## src/rtl/perf_throttle_pkg.sv

```systemverilog
package perf_throttle_pkg;
  localparam int CNT_W_DEF = 7;
  localparam int SYNC_DEF  = 2;

  typedef enum logic {
    ADDR_DUR = 1'b0,
    ADDR_FN  = 1'b1
  } reg_addr_e;

  localparam int FN_HOLD_BIT  = 0;
  localparam int FN_FLUSH_BIT = 1;
endpackage

```

## src/rtl/throttle_regs.sv

```systemverilog
module throttle_regs
  import perf_throttle_pkg::*;
#(
  parameter int CNT_W = CNT_W_DEF,
  localparam int DW   = CNT_W + 1
) (
  input  logic             clk_i,
  input  logic             rst_ni,
  input  logic             wr_en_i,
  input  logic             wr_addr_i,
  input  logic [DW-1:0]    wr_data_i,
  output logic             slow_en_o,
  output logic [CNT_W-1:0] len_o,
  output logic             hold_en_o,
  output logic             flush_en_o
);
  logic dur_we, fn_we;
  logic unused_fn_bits;

  assign dur_we = wr_en_i && (wr_addr_i == ADDR_DUR);
  assign fn_we  = wr_en_i && (wr_addr_i == ADDR_FN);
  assign unused_fn_bits = ^wr_data_i[DW-1:2];

  always_ff @(posedge clk_i or negedge rst_ni) begin
    if (!rst_ni) begin
      slow_en_o <= 1'b0;
      len_o     <= '0;
    end else if (dur_we) begin
      slow_en_o <= wr_data_i[DW-1];
      len_o     <= wr_data_i[CNT_W-1:0];
    end
  end

  always_ff @(posedge clk_i or negedge rst_ni) begin
    if (!rst_ni) begin
      hold_en_o  <= 1'b0;
      flush_en_o <= 1'b0;
    end else if (fn_we) begin
      hold_en_o  <= wr_data_i[FN_HOLD_BIT];
      flush_en_o <= wr_data_i[FN_FLUSH_BIT];
    end
  end

  assert_dur_write_R2: assert property (@(posedge clk_i) disable iff (!rst_ni)
    dur_we |=> (len_o == $past(wr_data_i[CNT_W-1:0])) && (slow_en_o == $past(wr_data_i[DW-1])));

  assert_fn_write_R5: assert property (@(posedge clk_i) disable iff (!rst_ni)
    !fn_we |=> $stable(hold_en_o) && $stable(flush_en_o));
endmodule

```

## src/rtl/slow_sync.sv

```systemverilog
module slow_sync
  import perf_throttle_pkg::*;
#(
  parameter int STAGES = SYNC_DEF
) (
  input  logic clk_i,
  input  logic rst_ni,
  input  logic slow_ni,
  output logic slow_o
);
  logic [STAGES-1:0] stage_q;

  always_ff @(posedge clk_i or negedge rst_ni) begin
    if (!rst_ni) stage_q <= '1;
    else         stage_q <= {stage_q[STAGES-2:0], slow_ni};
  end

  assign slow_o = ~stage_q[STAGES-1];

  assert_sync_path_R9: assert property (@(posedge clk_i) disable iff (!rst_ni)
    $rose(slow_o) |-> ($past(stage_q[0]) == 1'b0));
endmodule

```

## src/rtl/hold_timer.sv

```systemverilog
module hold_timer
  import perf_throttle_pkg::*;
#(
  parameter int CNT_W = CNT_W_DEF
) (
  input  logic             clk_i,
  input  logic             rst_ni,
  input  logic             refresh_i,
  input  logic             slow_i,
  input  logic [CNT_W-1:0] len_i,
  input  logic             hold_en_i,
  input  logic             flush_en_i,
  input  logic             hold_ack_i,
  output logic             hold_o,
  output logic             flush_no
);
  logic [CNT_W-1:0] cnt_q;
  logic             active_q;
  logic             load, step;

  // window opens only when it can be seen on some output
  assign load = refresh_i && slow_i && (len_i != '0) && (hold_en_i || flush_en_i);
  // time in hold counts only once granted
  assign step = active_q && (!hold_en_i || hold_ack_i);

  always_ff @(posedge clk_i or negedge rst_ni) begin
    if (!rst_ni) begin
      cnt_q    <= '0;
      active_q <= 1'b0;
    end else if (load) begin
      cnt_q    <= len_i;
      active_q <= 1'b1;
    end else if (step) begin
      cnt_q <= cnt_q - CNT_W'(1);
      if (cnt_q == CNT_W'(1)) active_q <= 1'b0;
    end
  end

  assign hold_o   = active_q && hold_en_i;
  assign flush_no = !(active_q && flush_en_i);

  assert_reload_R6: assert property (@(posedge clk_i) disable iff (!rst_ni)
    load |=> active_q && (cnt_q == $past(len_i)));

  assert_zero_len_R3: assert property (@(posedge clk_i) disable iff (!rst_ni)
    (refresh_i && (len_i == '0) && !active_q) |=> !active_q);

  assert_ack_stall_R7: assert property (@(posedge clk_i) disable iff (!rst_ni)
    (active_q && hold_en_i && !hold_ack_i && !load) |=> $stable(cnt_q) && active_q);

  assert_count_step_R2: assert property (@(posedge clk_i) disable iff (!rst_ni)
    (step && !load && (cnt_q > CNT_W'(1))) |=> active_q && (cnt_q == $past(cnt_q) - CNT_W'(1)));
endmodule

```

## src/rtl/perf_throttle.sv

```systemverilog
module perf_throttle
  import perf_throttle_pkg::*;
#(
  parameter int CNT_W       = CNT_W_DEF,
  parameter int SYNC_STAGES = SYNC_DEF,
  localparam int DW         = CNT_W + 1
) (
  input  logic          clk_i,
  input  logic          rst_ni,
  input  logic          refresh_req_i,
  input  logic          slow_ni,
  input  logic          hold_ack_i,
  input  logic          wr_en_i,
  input  logic          wr_addr_i,
  input  logic [DW-1:0] wr_data_i,
  output logic          hold_o,
  output logic          flush_no
);
  logic             slow_en, pin_slow, slow_active;
  logic [CNT_W-1:0] len;
  logic             hold_en, flush_en;

  throttle_regs #(.CNT_W(CNT_W)) u_regs (
    .clk_i      (clk_i),
    .rst_ni     (rst_ni),
    .wr_en_i    (wr_en_i),
    .wr_addr_i  (wr_addr_i),
    .wr_data_i  (wr_data_i),
    .slow_en_o  (slow_en),
    .len_o      (len),
    .hold_en_o  (hold_en),
    .flush_en_o (flush_en)
  );

  slow_sync #(.STAGES(SYNC_STAGES)) u_sync (
    .clk_i   (clk_i),
    .rst_ni  (rst_ni),
    .slow_ni (slow_ni),
    .slow_o  (pin_slow)
  );

  assign slow_active = slow_en | pin_slow;

  hold_timer #(.CNT_W(CNT_W)) u_timer (
    .clk_i      (clk_i),
    .rst_ni     (rst_ni),
    .refresh_i  (refresh_req_i),
    .slow_i     (slow_active),
    .len_i      (len),
    .hold_en_i  (hold_en),
    .flush_en_i (flush_en),
    .hold_ack_i (hold_ack_i),
    .hold_o     (hold_o),
    .flush_no   (flush_no)
  );

  assert_full_speed_R4: assert property (@(posedge clk_i) disable iff (!rst_ni)
    (!slow_en && !pin_slow && !hold_o && flush_no) |=> !hold_o && flush_no);
endmodule

```

## config.mk

```make
export PLATFORM = sky130hd
export DESIGN_NAME = perf_throttle
export DESIGN_NICKNAME = d
export VERILOG_FILES = /design/src/rtl/perf_throttle_pkg.sv /design/src/rtl/throttle_regs.sv /design/src/rtl/slow_sync.sv /design/src/rtl/hold_timer.sv /design/src/rtl/perf_throttle.sv
export SDC_FILE = /design/constraint.sdc
export NUM_CORES = 1
export LEC_CHECK = 0
export BUFFER_PORTS_ARGS = -buffer_cell sky130_fd_sc_hd__buf_2
export CORE_AREA = 8 8 52 54
export CTS_CLUSTER_SIZE = 30
export DETAILED_ROUTE_END_ITERATION = 8
export DIE_AREA = 0 0 60 62
export PLACE_DENSITY = 0.68
export SETUP_SLACK_MARGIN = 0.2
export SLEW_MARGIN = 20
export SYNTH_ARGS = -nofsm -noshare
export SYNTH_HDL_FRONTEND = slang
export SYNTH_SLANG_ARGS = --single-unit
```

## constraint.sdc

```tcl
create_clock -name clk_i -period 2 [get_ports clk_i]
set_input_delay 0.1 -clock clk_i [delete_from_list [all_inputs] [get_ports clk_i]]
set_output_delay 0.1 -clock clk_i [all_outputs]
set_load 0.005 [all_outputs]
```

==> results.md <==
* Worst-path clk slew at 110 ps
* Post-Syn Instances at 83
* Worst-Margin Slew at 444 ps
* Warnings, synthesis at 0
* Number of diodes at 0
* Cell area after synthesis at 941 um2
* Mean Syn Cell Area at 11.3 um2
* Hold slack at 19.5 ps
* Share of layout cells above drive strength 1 at 33.7%
* Final min period at 1400 ps
* Final cell count without fillers at 131
* Hpwl dp at 1310 um
* First drt pass iteration count at 3
* Die height at 62 um
* Final hold violation count at 0
* Slowest CP cell: dfrtp_1
* Final Cycle Share at 70.0%
* Worst Setup End Kind: flip-flop
* Bufs and invs on worst path at 0
* Pwr Density at 1100 nW/um2
* Slew margin rel. at 70.4%
* Crit-path leading delay family: simple AND/OR/NAND/NOR gates
* Setup-failing EPs final at 0
* Final Instance Area at 1110 um2
* CTS tree: done
* Multiplexer share of the synthesized area at 10.8%
* Htree depth at 1
* Setup Skew at 1.03 ps
* Post-route ant nets at 0
* CTS Root Cell: clkbuf_4
* Setup TNS at 0 ps
* Row cnt at 16
* Critical path type: flip-flop to flip-flop
* Fill count at 152
* Clock buffer depth at 2
* Final WL at 1740 um
* Synth Area in XOR/XNOR at 5.59%
* Post-synthesis simple-gate area fraction at 16.5%
* First-pass GRT wire length at 3020 um
* Placer congestion estimate at 0.813
* Via/cell ratio at 4.91
* Vias at 643
* DIE WIDTH at 60 um
* Placed Cells at 124
* Initial DRC Count at 8
* Max Fanout on Critical Path at 8
* Sink Count at 20
* Max Freq at 714 MHz
* Startpoint Class: flip-flop
* Port Buf Inserts at 16
* Total Routing Usage GR at 11.1%
* Outcome: completed
* Slowest cell delay on critical path at 420 ps
* Vias in the first global route at 731
* Count of max-cap constraint violations at 0
* Largest family of logic cells by synthesized area: simple AND/OR/NAND/NOR gates
* M1 GR Usage at 12.5%
* Syn Nets at 100
* Initial antenna violation count at 0
* Area delta synth->final at 18.0%
* Final Max Tran Viols at 0
* Number of gates resized after CTS at 0
* Top Usage Layer GRT: met2
* Largest net degree at the start of global routing at 21
* CP arrival at 1600 ps
* Nets at 122
* Static leakage at 0.483 nW
* Worst EP required at 2200 ps
* Placement Cell Area at 1040 um2
* Register area share after synthesis at 53.5%
* Initial core utilization at 49.5%
* Cell Chain, Critical Path: nor4_2 -> nand2_1 -> and2_4 -> o32a_1
* DIE AREA at 3720 um2
* VDD IR-drop max at 0.569 mV
* DRC at 0
* Final setup margin at 600 ps
* Core ar. at 1900 um2
* Met2 GRT Util at 18.3%
* Grt total ovfl at 0
* Count of different cell masters after synthesis at 27
* # IOs at 17
* Clock Latency Late Sink at 300 ps
* RSZ-0062 raised after global routing: false
* Compound-cell area share of the yosys netlist at 7.85%
* Synth Area in Adders at 2.66%
* CTS Buf Count at 3
* Pre-CTS setup slack at 603 ps
* #FFs+latches synth at 20
* Hold Crit Class: input pin to flip-flop
* Met3 usage at 2.26%
* Average wire per standard cell at 13.3 um
[layout by cell type, fill, tap and decap left out, drive strengths merged, types with 4 or more instances in the layout]
cell type,instances
and2,4
xor2,5
o21ai,8
clkbuf,4
buf,17
dfrtp,18
mux2,9
nand2,10
[through the flow]
step	util (%)	power, mW
global placement	54.9	0.985
detailed placement	54.9	0.988
global route	58.4	1.30
finish	58.4	1.22
floorplan	-	0.881
CTS	58.4	1.23
[cell type report]
cell class | count | area [um2] | area share [%]
sequential | 20 | 503 | 45.3
clock buffer | 4 | 36.3 | 3.27
multi-input combinational | 57 | 408 | 36.8
tap | 27 | 33.8 | 3.04
timing repair buffer | 20 | 118 | 10.6
inverter | 3 | 11.3 | 1.01
[cell families after synthesis]
| family | Yosys count |
|---|---|
| AO/OA/AOI/OAI | 12 |
| XOR/XNOR | 6 |
| adder cells (fa/ha/maj) | 2 |
| buffers and inverters | 6 |
| flip-flops | 20 |
| multiplexers | 9 |
| AND/OR/NAND/NOR | 28 |
[state kept, by name (all words and copies together), names as in the netlist]
register	count
u_regs.flush_en_o	1
u_sync.stage_q	2
u_regs.len_o	7
u_regs.slow_en_o	1
u_regs.hold_en_o	1
u_timer.active_q	1
u_timer.cnt_q	7
[cells in the mapped netlist]
cell type	instances	area share (%)
nand3_1	1	0.53
dfstp_2	2	5.6
nor2_1	2	0.80
dfrtp_1	18	48
nor4_1	1	0.67
o21ai_0	6	3.2
a21o_1	1	0.80
and2_1	3	2.0
nor4_2	1	1.3
nand4_1	3	2.0
o32a_1	1	1.1
nand2b_1	1	0.67
clkbuf_1	2	0.80
o21ai_1	2	1.1
and2_4	1	0.93
ha_1	2	2.7
mux2_2	9	11
a21oi_2	1	0.93
inv_1	3	1.2
nor3_1	2	1.1
a22oi_1	1	0.80
nand4b_1	2	1.9
nand2_1	10	4.0
buf_6	1	1.2
nor2b_1	1	0.67
xnor2_1	1	0.93
xor2_1	5	4.7
[report_power, final]
part / internal, mW / switching [mW]
registers: 0.515 / 0.108
clock network: 0.111 / 0.123
logic: 0.189 / 0.172
total: 0.815 / 0.403
[worst paths after layout]
| kind | from | end | slack [ps] | depth (start not counted) |
|---|---|---|---|---|
| setup / recovery | u_regs.len_o[3]$_DFFE_PN0P_ | u_timer.cnt_q[1]$_DFFE_PN0P_ | 600 | 4 |
| hold / removal | wr_data_i[5] | u_regs.len_o[5]$_DFFE_PN0P_ | 20 | 2 |
| setup reg to reg | u_regs.len_o[3]$_DFFE_PN0P_ | u_timer.cnt_q[1]$_DFFE_PN0P_ | 600 | 4 |
| min in group asynchronous | rst_ni | u_timer.active_q$_DFFE_PN0P_ | 260 | 2 |
| max in group asynchronous | rst_ni | u_sync.stage_q[1]$_DFF_PN1_ | 1400 | 2 |
| hold reg to reg | u_sync.stage_q[0]$_DFF_PN1_ | u_sync.stage_q[1]$_DFF_PN1_ | 370 | 0 |
[layer usage]
metal / up-vias / wire, um
met4: 0 / 48
li1: 332 / -
met3: 5 / 43
met5: - / 0
met1: 296 / 832
met2: 10 / 819
[worst reg2reg max path, cell delays in order (launching register included)]
cell,delay [ps]
dfrtp_1,420
nor4_2,260
nand2_1,100
and2_4,190
o32a_1,320
[repair_timing]
item / 4_1_cts / 5_1_grt
hold endpoints to repair: 20 / 0
setup endpoints to repair: 0 / 0
hold buffers: 3 / 0
setup buffers: 0 / 0
No activity file was read; power rests on OpenSTA's default activity.
